File: src/rtl/tuner_pkg.sv
package tuner_pkg;

  localparam int REG_W     = 8;
  localparam int NUM_REGS  = 12;
  localparam int NUM_PAIRS = NUM_REGS / 2;
  localparam int IDX_W     = $clog2(NUM_REGS);
  localparam int PAIR_W    = IDX_W - 1;
  localparam int IMG_W     = REG_W * NUM_REGS;
  localparam int DIV_W     = 15;

  typedef enum logic [1:0] {
    CNT_NONE = 2'd0,
    CNT_ONE  = 2'd1,
    CNT_TWO  = 2'd2,
    CNT_MORE = 2'd3
  } byte_cnt_e;

  typedef struct packed {
    logic [DIV_W-1:0] divider;
    logic [5:0]       filt;
    logic [4:0]       ratio;
    logic [1:0]       pump;
    logic [4:0]       refdiv;
    logic             pdown;
  } tuner_fields_t;

  // Power-up content of register (2 + idx)
  function automatic logic [REG_W-1:0] reg_default(input int idx);
    case (idx)
      0:  reg_default = 8'h00;
      1:  reg_default = 8'h00;
      2:  reg_default = 8'h80;
      3:  reg_default = 8'h00;
      4:  reg_default = 8'hC0;
      5:  reg_default = 8'h20;
      6:  reg_default = 8'hDB;
      7:  reg_default = 8'h30;
      8:  reg_default = 8'hE1;
      9:  reg_default = 8'hF5;
      10: reg_default = 8'hF0;
      11: reg_default = 8'h28;
      default: reg_default = 8'h00;
    endcase
  endfunction

  function automatic logic [IMG_W-1:0] default_image();
    logic [IMG_W-1:0] img;
    for (int i = 0; i < NUM_REGS; i++) img[i*REG_W +: REG_W] = reg_default(i);
    return img;
  endfunction

  // Byte k of the image holds register (2 + k)
  function automatic tuner_fields_t extract_fields(input logic [IMG_W-1:0] img);
    tuner_fields_t f;
    f.divider = {img[0*REG_W +: 7], img[1*REG_W +: 8]};
    f.filt    = img[5*REG_W + 1 +: 6];
    f.ratio   = img[11*REG_W + 2 +: 5];
    f.pdown   = img[11*REG_W + 7];
    f.pump    = img[3*REG_W + 5 +: 2];
    f.refdiv  = img[3*REG_W +: 5];
    return f;
  endfunction

endpackage

File: src/rtl/tuner_prefix_decode.sv
module tuner_prefix_decode
  import tuner_pkg::*;
(
  input  logic [REG_W-1:0]  lead_i,
  output logic [PAIR_W-1:0] pair_o
);

  // Variable-length prefix: 1, 2 or 4 leading bits pick the pair
  always_comb begin
    casez (lead_i[7:4])
      4'b0???: pair_o = PAIR_W'(0);
      4'b10??: pair_o = PAIR_W'(1);
      4'b1100: pair_o = PAIR_W'(2);
      4'b1101: pair_o = PAIR_W'(3);
      4'b1110: pair_o = PAIR_W'(4);
      default: pair_o = PAIR_W'(5);
    endcase
  end

endmodule

File: src/rtl/tuner_wr_seq.sv
module tuner_wr_seq
  import tuner_pkg::*;
(
  input  logic             clk,
  input  logic             rst,
  input  logic             start_i,
  input  logic             byte_vld_i,
  input  logic [REG_W-1:0] byte_i,
  input  logic             stop_i,
  output logic             wr_en_o,
  output logic [IDX_W-1:0] wr_idx_o,
  output logic [REG_W-1:0] wr_data_o,
  output logic             done_o
);

  logic              active_q;
  byte_cnt_e         cnt_q;
  logic [PAIR_W-1:0] pair_q;
  logic [PAIR_W-1:0] pair_now;
  logic              accept;

  tuner_prefix_decode u_dec (
    .lead_i (byte_i),
    .pair_o (pair_now)
  );

  assign accept    = active_q && byte_vld_i;
  assign wr_data_o = byte_i;
  assign done_o    = stop_i && active_q && ((cnt_q != CNT_NONE) || byte_vld_i);

  always_comb begin
    wr_en_o  = 1'b0;
    wr_idx_o = '0;
    if (accept) begin
      if (cnt_q == CNT_NONE) begin
        wr_en_o  = 1'b1;
        wr_idx_o = {pair_now, 1'b0};
      end else if (cnt_q == CNT_ONE) begin
        wr_en_o  = 1'b1;
        wr_idx_o = {pair_q, 1'b1};
      end
    end
  end

  always_ff @(posedge clk) begin
    if (rst) begin
      active_q <= 1'b0;
      cnt_q    <= CNT_NONE;
      pair_q   <= '0;
    end else if (start_i) begin
      active_q <= 1'b1;
      cnt_q    <= CNT_NONE;
    end else if (stop_i) begin
      active_q <= 1'b0;
    end else if (accept) begin
      if (cnt_q == CNT_NONE) pair_q <= pair_now;
      if (cnt_q != CNT_MORE) cnt_q <= byte_cnt_e'(cnt_q + 2'd1);
    end
  end

endmodule

File: src/rtl/tuner_reg_bank.sv
module tuner_reg_bank
  import tuner_pkg::*;
(
  input  logic             clk,
  input  logic             rst,
  input  logic             wr_en_i,
  input  logic [IDX_W-1:0] wr_idx_i,
  input  logic [REG_W-1:0] wr_data_i,
  output logic [IMG_W-1:0] image_o
);

  logic [REG_W-1:0] bank_q [NUM_REGS];

  for (genvar g = 0; g < NUM_REGS; g++) begin : g_reg
    always_ff @(posedge clk) begin
      if (rst)                                      bank_q[g] <= reg_default(g);
      else if (wr_en_i && (wr_idx_i == IDX_W'(g)))  bank_q[g] <= wr_data_i;
    end
    assign image_o[g*REG_W +: REG_W] = bank_q[g];
  end

  // first cycle out of reset shows the power-up content
  assert_reset_defaults_R1: assert property (@(posedge clk) disable iff (rst)
    $past(rst) |-> (image_o == default_image()));

endmodule

File: src/rtl/tuner_status.sv
module tuner_status
  import tuner_pkg::*;
#(
  parameter int SYNC_STAGES = 2
)(
  input  logic             clk,
  input  logic             rst,
  input  logic             lock_async_i,
  input  logic             done_i,
  input  logic             rd_req_i,
  output logic             rd_valid_o,
  output logic [REG_W-1:0] rd_data_o
);

  localparam int PAD_W = REG_W - 2;

  logic [SYNC_STAGES-1:0] sync_q;
  logic                   lock_q;
  logic                   por_q;

  always_ff @(posedge clk) begin
    if (rst) sync_q <= '0;
    else     sync_q <= {sync_q[SYNC_STAGES-2:0], lock_async_i};
  end
  assign lock_q = sync_q[SYNC_STAGES-1];

  always_ff @(posedge clk) begin
    if (rst)         por_q <= 1'b1;
    else if (done_i) por_q <= 1'b0;
  end

  always_ff @(posedge clk) begin
    if (rst) begin
      rd_valid_o <= 1'b0;
      rd_data_o  <= '0;
    end else begin
      rd_valid_o <= rd_req_i;
      if (rd_req_i) rd_data_o <= {por_q, lock_q, {PAD_W{1'b0}}};
    end
  end

  // a request is answered on the following cycle
  assert_rd_follows_req_R8: assert property (@(posedge clk) disable iff (rst)
    rd_req_i |=> rd_valid_o);

  // a completed write drops the power-on flag
  assert_por_cleared_R9: assert property (@(posedge clk) disable iff (rst)
    done_i |=> !por_q);

  // once cleared, the flag never returns without reset
  assert_por_sticky_R9: assert property (@(posedge clk) disable iff (rst)
    !por_q |=> !por_q);

endmodule

File: src/rtl/tuner_regfile.sv
module tuner_regfile
  import tuner_pkg::*;
#(
  parameter int SYNC_STAGES = 2
)(
  input  logic             clk,
  input  logic             rst,
  input  logic             lock_in,
  input  logic             xfer_start,
  input  logic             byte_valid,
  input  logic [7:0]       byte_data,
  input  logic             xfer_stop,
  input  logic             status_req,
  output logic             status_valid,
  output logic [7:0]       status_data,
  output logic [95:0]      cfg_image,
  output logic [14:0]      divider,
  output logic [5:0]       filt_code,
  output logic [4:0]       ratio_code,
  output logic [1:0]       pump_code,
  output logic [4:0]       refdiv_code,
  output logic             power_down
);

  logic             wr_en;
  logic [IDX_W-1:0] wr_idx;
  logic [REG_W-1:0] wr_data;
  logic             done;
  tuner_fields_t    fld_q;

  tuner_wr_seq u_seq (
    .clk        (clk),
    .rst        (rst),
    .start_i    (xfer_start),
    .byte_vld_i (byte_valid),
    .byte_i     (byte_data),
    .stop_i     (xfer_stop),
    .wr_en_o    (wr_en),
    .wr_idx_o   (wr_idx),
    .wr_data_o  (wr_data),
    .done_o     (done)
  );

  tuner_reg_bank u_bank (
    .clk       (clk),
    .rst       (rst),
    .wr_en_i   (wr_en),
    .wr_idx_i  (wr_idx),
    .wr_data_i (wr_data),
    .image_o   (cfg_image)
  );

  tuner_status #(.SYNC_STAGES(SYNC_STAGES)) u_stat (
    .clk          (clk),
    .rst          (rst),
    .lock_async_i (lock_in),
    .done_i       (done),
    .rd_req_i     (status_req),
    .rd_valid_o   (status_valid),
    .rd_data_o    (status_data)
  );

  // Registered field decode
  always_ff @(posedge clk) begin
    if (rst) fld_q <= extract_fields(default_image());
    else     fld_q <= extract_fields(cfg_image);
  end

  assign divider     = fld_q.divider;
  assign filt_code   = fld_q.filt;
  assign ratio_code  = fld_q.ratio;
  assign pump_code   = fld_q.pump;
  assign refdiv_code = fld_q.refdiv;
  assign power_down  = fld_q.pdown;

  // without a write strobe from the sequencer the image holds
  assert_idle_no_change_R7: assert property (@(posedge clk) disable iff (rst)
    !wr_en |=> $stable(cfg_image));

endmodule

File: config.mk
export PLATFORM = sky130hd
export DESIGN_NAME = tuner_regfile
export DESIGN_NICKNAME = d
export VERILOG_FILES = /design/src/rtl/tuner_pkg.sv /design/src/rtl/tuner_prefix_decode.sv /design/src/rtl/tuner_wr_seq.sv /design/src/rtl/tuner_reg_bank.sv /design/src/rtl/tuner_status.sv /design/src/rtl/tuner_regfile.sv
export SDC_FILE = /design/constraint.sdc
export NUM_CORES = 1
export LEC_CHECK = 0
export ABC_AREA = 0
export CORE_UTILIZATION = 56
export DETAILED_ROUTE_END_ITERATION = 10
export DONT_BUFFER_PORTS = 1
export GPL_ROUTABILITY_DRIVEN = 0
export PLACE_DENSITY = 0.73
export SYNTH_ARGS = -nofsm -noshare
export SYNTH_HDL_FRONTEND = slang
export SYNTH_SLANG_ARGS = --single-unit
File: constraint.sdc
create_clock -name clk -period 2.75 [get_ports clk]
set_input_delay 0.1375 -clock clk [delete_from_list [all_inputs] [get_ports clk]]
set_output_delay 0.1375 -clock clk [all_outputs]
set_load 0.02 [all_outputs]
# --- Yosys cells after proc, flatten, opt, wreduce, memory -nomap -nowiden ---
# Memory sizes are Yosys's and may differ from the RTL's.
# Index checks and enable logic that the tools add are counted.
word_totals:
  ff_bits: 46
  ram_bits: 96
  output_inout_bits: 139
  mem_count: 1
op_classes:
  n_addsub: 1
  eq_ne: 17
  muxes: 59
  n_bitwise: 15
  n_reduce_logical: 23
memory_table:
  columns: ["memory", "words", "width", "read_ports", "rd_clocked_by_memory_dff", "write_ports", "line", "text"]
  rows:
  - ["u_bank.bank_q", 12, 8, 12, 0, 12, "tuner_reg_bank.sv:12", "logic [REG_W-1:0] bank_q [NUM_REGS];"]
ops:
  columns: ["op", "count"]
  rows:
  - ["8-bit 2-to-1 mux", 12]
  - ["1-bit 2-to-1 mux", 43]
  - ["4-bit equality test, second input constant", 7]
  - ["4-bit by 3-bit equality test with 1-bit output, second input constant", 4]
  - ["1-bit logical AND", 15]
  - ["3-bit one-hot mux with 5 select lines", 1]
  - ["4-bit 2-to-1 mux", 3]
  - ["1-bit OR", 12]
  - ["4-bit by 2-bit equality test with 1-bit output, second input constant", 2]
  - ["4-bit by 1-bit equality test with 1-bit output, second input constant", 1]
  - ["4-bit logical NOT", 1]
  - ["4-bit AND reduction", 1]
  - ["2-bit nonzero test", 2]
  - ["1-bit inverter", 3]
  - ["3-bit AND reduction", 1]
  - ["2-bit by 1-bit adder with 2-bit output, second input constant", 1]
  - ["2-bit by 1-bit equality test with 1-bit output, second input constant", 1]
  - ["2-bit equality test, second input constant", 1]
  - ["2-bit logical NOT", 1]
  - ["2-bit inequality test, second input constant", 1]
  - ["2-bit OR reduction", 1]
  - ["1-bit logical OR", 1]

# --- Longest topological paths before layout ---
logic_depth:
  depth_word: 10
  ltp_mapped: 8
  mapped_depth_nobuf: 5

# --- Cells and area by module ---
# A second synthesis with hierarchy kept.
hier_totals:
  hier_cells: 406
  area_unflattened_um2: 5457.7
modules_own_cells:
  columns: ["mod", "instances", "cells_each", "area_each_um2"]
  rows:
  - ["tuner_reg_bank", 1, 252, 3822.4]
  - ["tuner_regfile", 1, 71, 914.6]
  - ["tuner_wr_seq", 1, 56, 462.9]
  - ["tuner_status", 1, 22, 229.0]
  - ["tuner_prefix_decode", 1, 5, 28.8]

# --- Worst setup path before layout ---
# No wires, ideal clock.
synth_timing:
  path_type: "register to register"
  from: "register u_seq.cnt_q[0]"
  to: "memory u_bank.bank_q[11][0], in the netlist u_bank.bank_q[2][24] (enable)"
  setup_time_ns: 0.398
  arrival_ns: 2.283
  setup_slack_ns: 0.069
  stages_incl_launch_ff: 8
  path_buffers: 2
  path_cell_list: "dfxtp_1 -> inv_1 -> ha_1 -> buf_2 -> nand4bb_1 -> and2_1 -> clkbuf_1 -> o41ai_1"
synth_rtl:
  columns: ["element", "line", "text"]
  rows:
  - ["from (decl)", "tuner_wr_seq.sv:17", "byte_cnt_e cnt_q;"]
  - ["from (signal assigned)", "tuner_wr_seq.sv:57", "if (cnt_q != CNT_MORE) cnt_q <= byte_cnt_e'(cnt_q + 2'd1);"]
  - ["to (decl)", "tuner_reg_bank.sv:12", null]

==> results.txt <==
status = completed
clock tree buffer depth = 2
yosys warns = 0
Power Dens Cells = 767 mW/mm^2
count of hold-fix buffers inserted at cts = 19
# H-tree levels = 4
Clk pin slew, worst setup/hold paths = 0.06 ns
number of global-route vias before repair = 3037
count of final setup violators = 0
clk_lat worst skew = 0.53 ns
Post-synth top flop = edfxtp_1
DR vias/cell = 5.84
HP Class = input port to register
layout cells sized above 1 = 13.1%
total grt overflow = 0
final hold violation count = 0
clk_skew = 0.00957 ns
Worst Path Required = 2.98 ns
First DRT Iteration DRCs = 297
first-pass GRT wire length = 17400 um
Fin Setup TNS = 0 ns
mapped cell area = 0.00523 sq mm
Peak supply drop = 0.395 mV
Num CTS Buffers = 17
Slew @ Worst Pin = 0.797 ns
gate count of the mapped netlist = 384
mean post-synth cell area = 13.6 sq um
n_diodes = 0
I/O pins = 154
Sink Count = 142
CTS tree = yes
IO buf count = 0
Multi-input gate area = 0.00132 sq mm
ordered list of cells on the worst path = inv_1 > ha_1 > nand4_1 > and2_1 > o41ai_1 > buf_4
Tmin final = 2.47 ns
largest net degree at the start of global routing = 51
GRT Overall Usage = 24.6%
antenna violations before repair = 0
Slew HR = 46.6%
Detailed Routing Iterations Pass 1 = 5
post-CTS setup buffers = 0
area grow syn2layout = 17.8%
Post-synth ARST share = 0%
Worst Setup End Kind = register
post-CTS sizing = 0
Final period util = 89.8%
critical path startpoint category = register
# nets final = 449
Post-synth EDFFs = 96
Sequential cell area = 0.00380 sq mm
Routed Antenna Nets = 0
Core Region = 0.00889 sq mm
routed len/inst = 20.4 um
crit path DAT = 2.70 ns
Die H = 98.6 um
Synth cell types = 46
Seq/Total Area, Yosys = 72.7%
fillers = 616
Hold WS = 0.0196 ns
Die X = 98.6 um
Initial Utilization = 58.8%
Detail Placement HPWL = 7350 um
Max stage delay on crit path = 0.48 ns
r2r setup slk = 0.28 ns
total wire length = 11300 um
fmax = 405 MHz
Max Fanout on Critical Path = 17
CP Class = register to register
RSZ-0062 raised after global routing = false
detailed-route DRC error count = 0
# rows = 34
die area = 0.00973 sq mm
Yosys reg bits = 142
Clock Root Buffer = clkbuf_8
Final Max Slew Viols = 0
Crit-path slowest cell = ha_1
Max Cap Viol = 0
leakage = 0.00215 uW
routed vias = 3226
==> critical path, delay by kind of cell (launching register included) <==
family,cells,cell delay (ns)
buf+inv,2,0.30
flops,1,0.35
simple gates,2,0.73
compound gates,1,0.31
fa+ha+maj,1,0.48
==> synthesized netlist by cell type (2+ instances only) <==
master | count | share of area (%)
nand2b_1 | 2 | 0.24
or3_1 | 3 | 0.36
nand3_1 | 4 | 0.38
inv_1 | 11 | 0.79
nand4bb_1 | 2 | 0.43
nand2_1 | 16 | 1.1
edfxtp_1 | 96 | 55
buf_2 | 8 | 0.77
nor3_1 | 36 | 3.4
ha_1 | 3 | 0.72
nor2b_1 | 36 | 4.3
or4_1 | 6 | 0.86
o41ai_1 | 2 | 0.34
dfxtp_1 | 46 | 18
a31o_2 | 5 | 0.84
a31oi_1 | 2 | 0.24
conb_1 | 2 | 0.14
nand4_1 | 6 | 0.72
mux2i_1 | 3 | 0.57
o21ai_0 | 5 | 0.48
nor4_1 | 17 | 2.0
clkbuf_1 | 14 | 1.0
and2_1 | 6 | 0.72
or2_2 | 3 | 0.36
o31ai_1 | 5 | 0.72
a21oi_1 | 4 | 0.38
buf_4 | 7 | 1.0
or4b_1 | 2 | 0.38
and3b_1 | 2 | 0.34
nor2_1 | 14 | 1.0
==> placed cells by master, fill, tap and decap left out, types with 2 or more instances in the layout <==
cell,synthesis,layout
a21oi_1,4,4
a31o_2,5,5
a31oi_1,2,2
and2_1,6,6
and3b_1,2,2
buf_4,7,15
clkbuf_16,0,16
clkinv_4,0,3
clkinvlp_4,0,3
conb_1,2,25
dfxtp_1,46,46
dlygate4sd3_1,0,18
edfxtp_1,96,96
ha_1,3,3
inv_1,11,11
inv_6,0,5
inv_8,0,2
mux2i_1,3,3
nand2_1,16,16
nand2b_1,2,2
nand3_1,4,4
nand4_1,6,6
nand4bb_1,2,2
nor2_1,14,14
nor2b_1,36,36
nor3_1,36,36
nor4_1,17,17
o21ai_0,5,5
o31ai_1,5,5
o41ai_1,2,2
or2_2,3,3
or3_1,3,3
or4_1,6,6
or4b_1,2,2
==> registers in the layout (all words and copies together) (netlist names), 3 cells and up <==
signal,cells
ratio_code,5
refdiv_code,5
u_bank.bank_q,96
filt_code,6
divider,15
u_seq.pair_q,3
==> worst paths after layout <==
path | startpoint | end | depth (start not counted)
hold reg to reg | u_stat.sync_q[0]$_SDFF_PP0_ | u_stat.sync_q[1]$_SDFF_PP0_ | 1
setup / recovery | u_seq.cnt_q[0]$_SDFFE_PP0P_ | u_bank.bank_q[2][27]$_SDFFCE_PN1P_ | 6
hold / removal | byte_data[7] | u_bank.bank_q[0][0]$_SDFFCE_PN0P_ | 2
setup reg to reg | u_seq.cnt_q[0]$_SDFFE_PP0P_ | u_bank.bank_q[2][27]$_SDFFCE_PN1P_ | 6
==> through the flow <==
step	util [%]	instances	setup WS, ns	power (uW)	area (sq um)
floorplan	-	407	0.0689	2640	5320
global placement	60.9	501	0.463	2660	5420
detailed placement	60.9	501	0.285	2670	5420
CTS	69.3	552	0.304	4740	6160
global route	69.3	552	0.0843	4880	6160
finish	69.3	552	0.280	4720	6160
==> where the power goes <==
part	switching, uW	internal (uW)
Sequential	126	2360
Clock	925	1130
Combinational	122	60.7
==> per-layer routing <==
layer / vias up / GRT usage [%] / part of all wire, %
met1: 1531 / 29.7 / 38
met4: 0 / 12.6 / 2.9
li1: 1477 / - / -
met2: 189 / 39.0 / 50
met5: - / 0 / 0
met3: 29 / 8.79 / 8.9
==> logic make-up (layout without fill, tap and decap cells) <==
kind of cell / Yosys count / count (layout) / synth area share, %
multiplexers: 3 / 3 / 0.574
flip-flops: 142 / 142 / 72.7
buffers and inverters: 41 / 78 / 3.64
XOR/XNOR: 1 / 1 / 0.168
adder cells (fa/ha/maj): 3 / 3 / 0.718
other: 2 / 25 / 0.144
AND/OR/NAND/NOR: 163 / 163 / 18.0
AO/OA/AOI/OAI: 29 / 29 / 3.97
==> layout make-up <==
type                       count  share of cell area, %
inverter                      12                  0.731
clock inverter                15                   2.05
clock buffer                  17                   6.72
timing repair buffer          34                   5.08
sequential                   142                   61.8
tap                          108                   2.19
multi-input combinational    224                   21.5
Power figures use the tool's default switching activity.
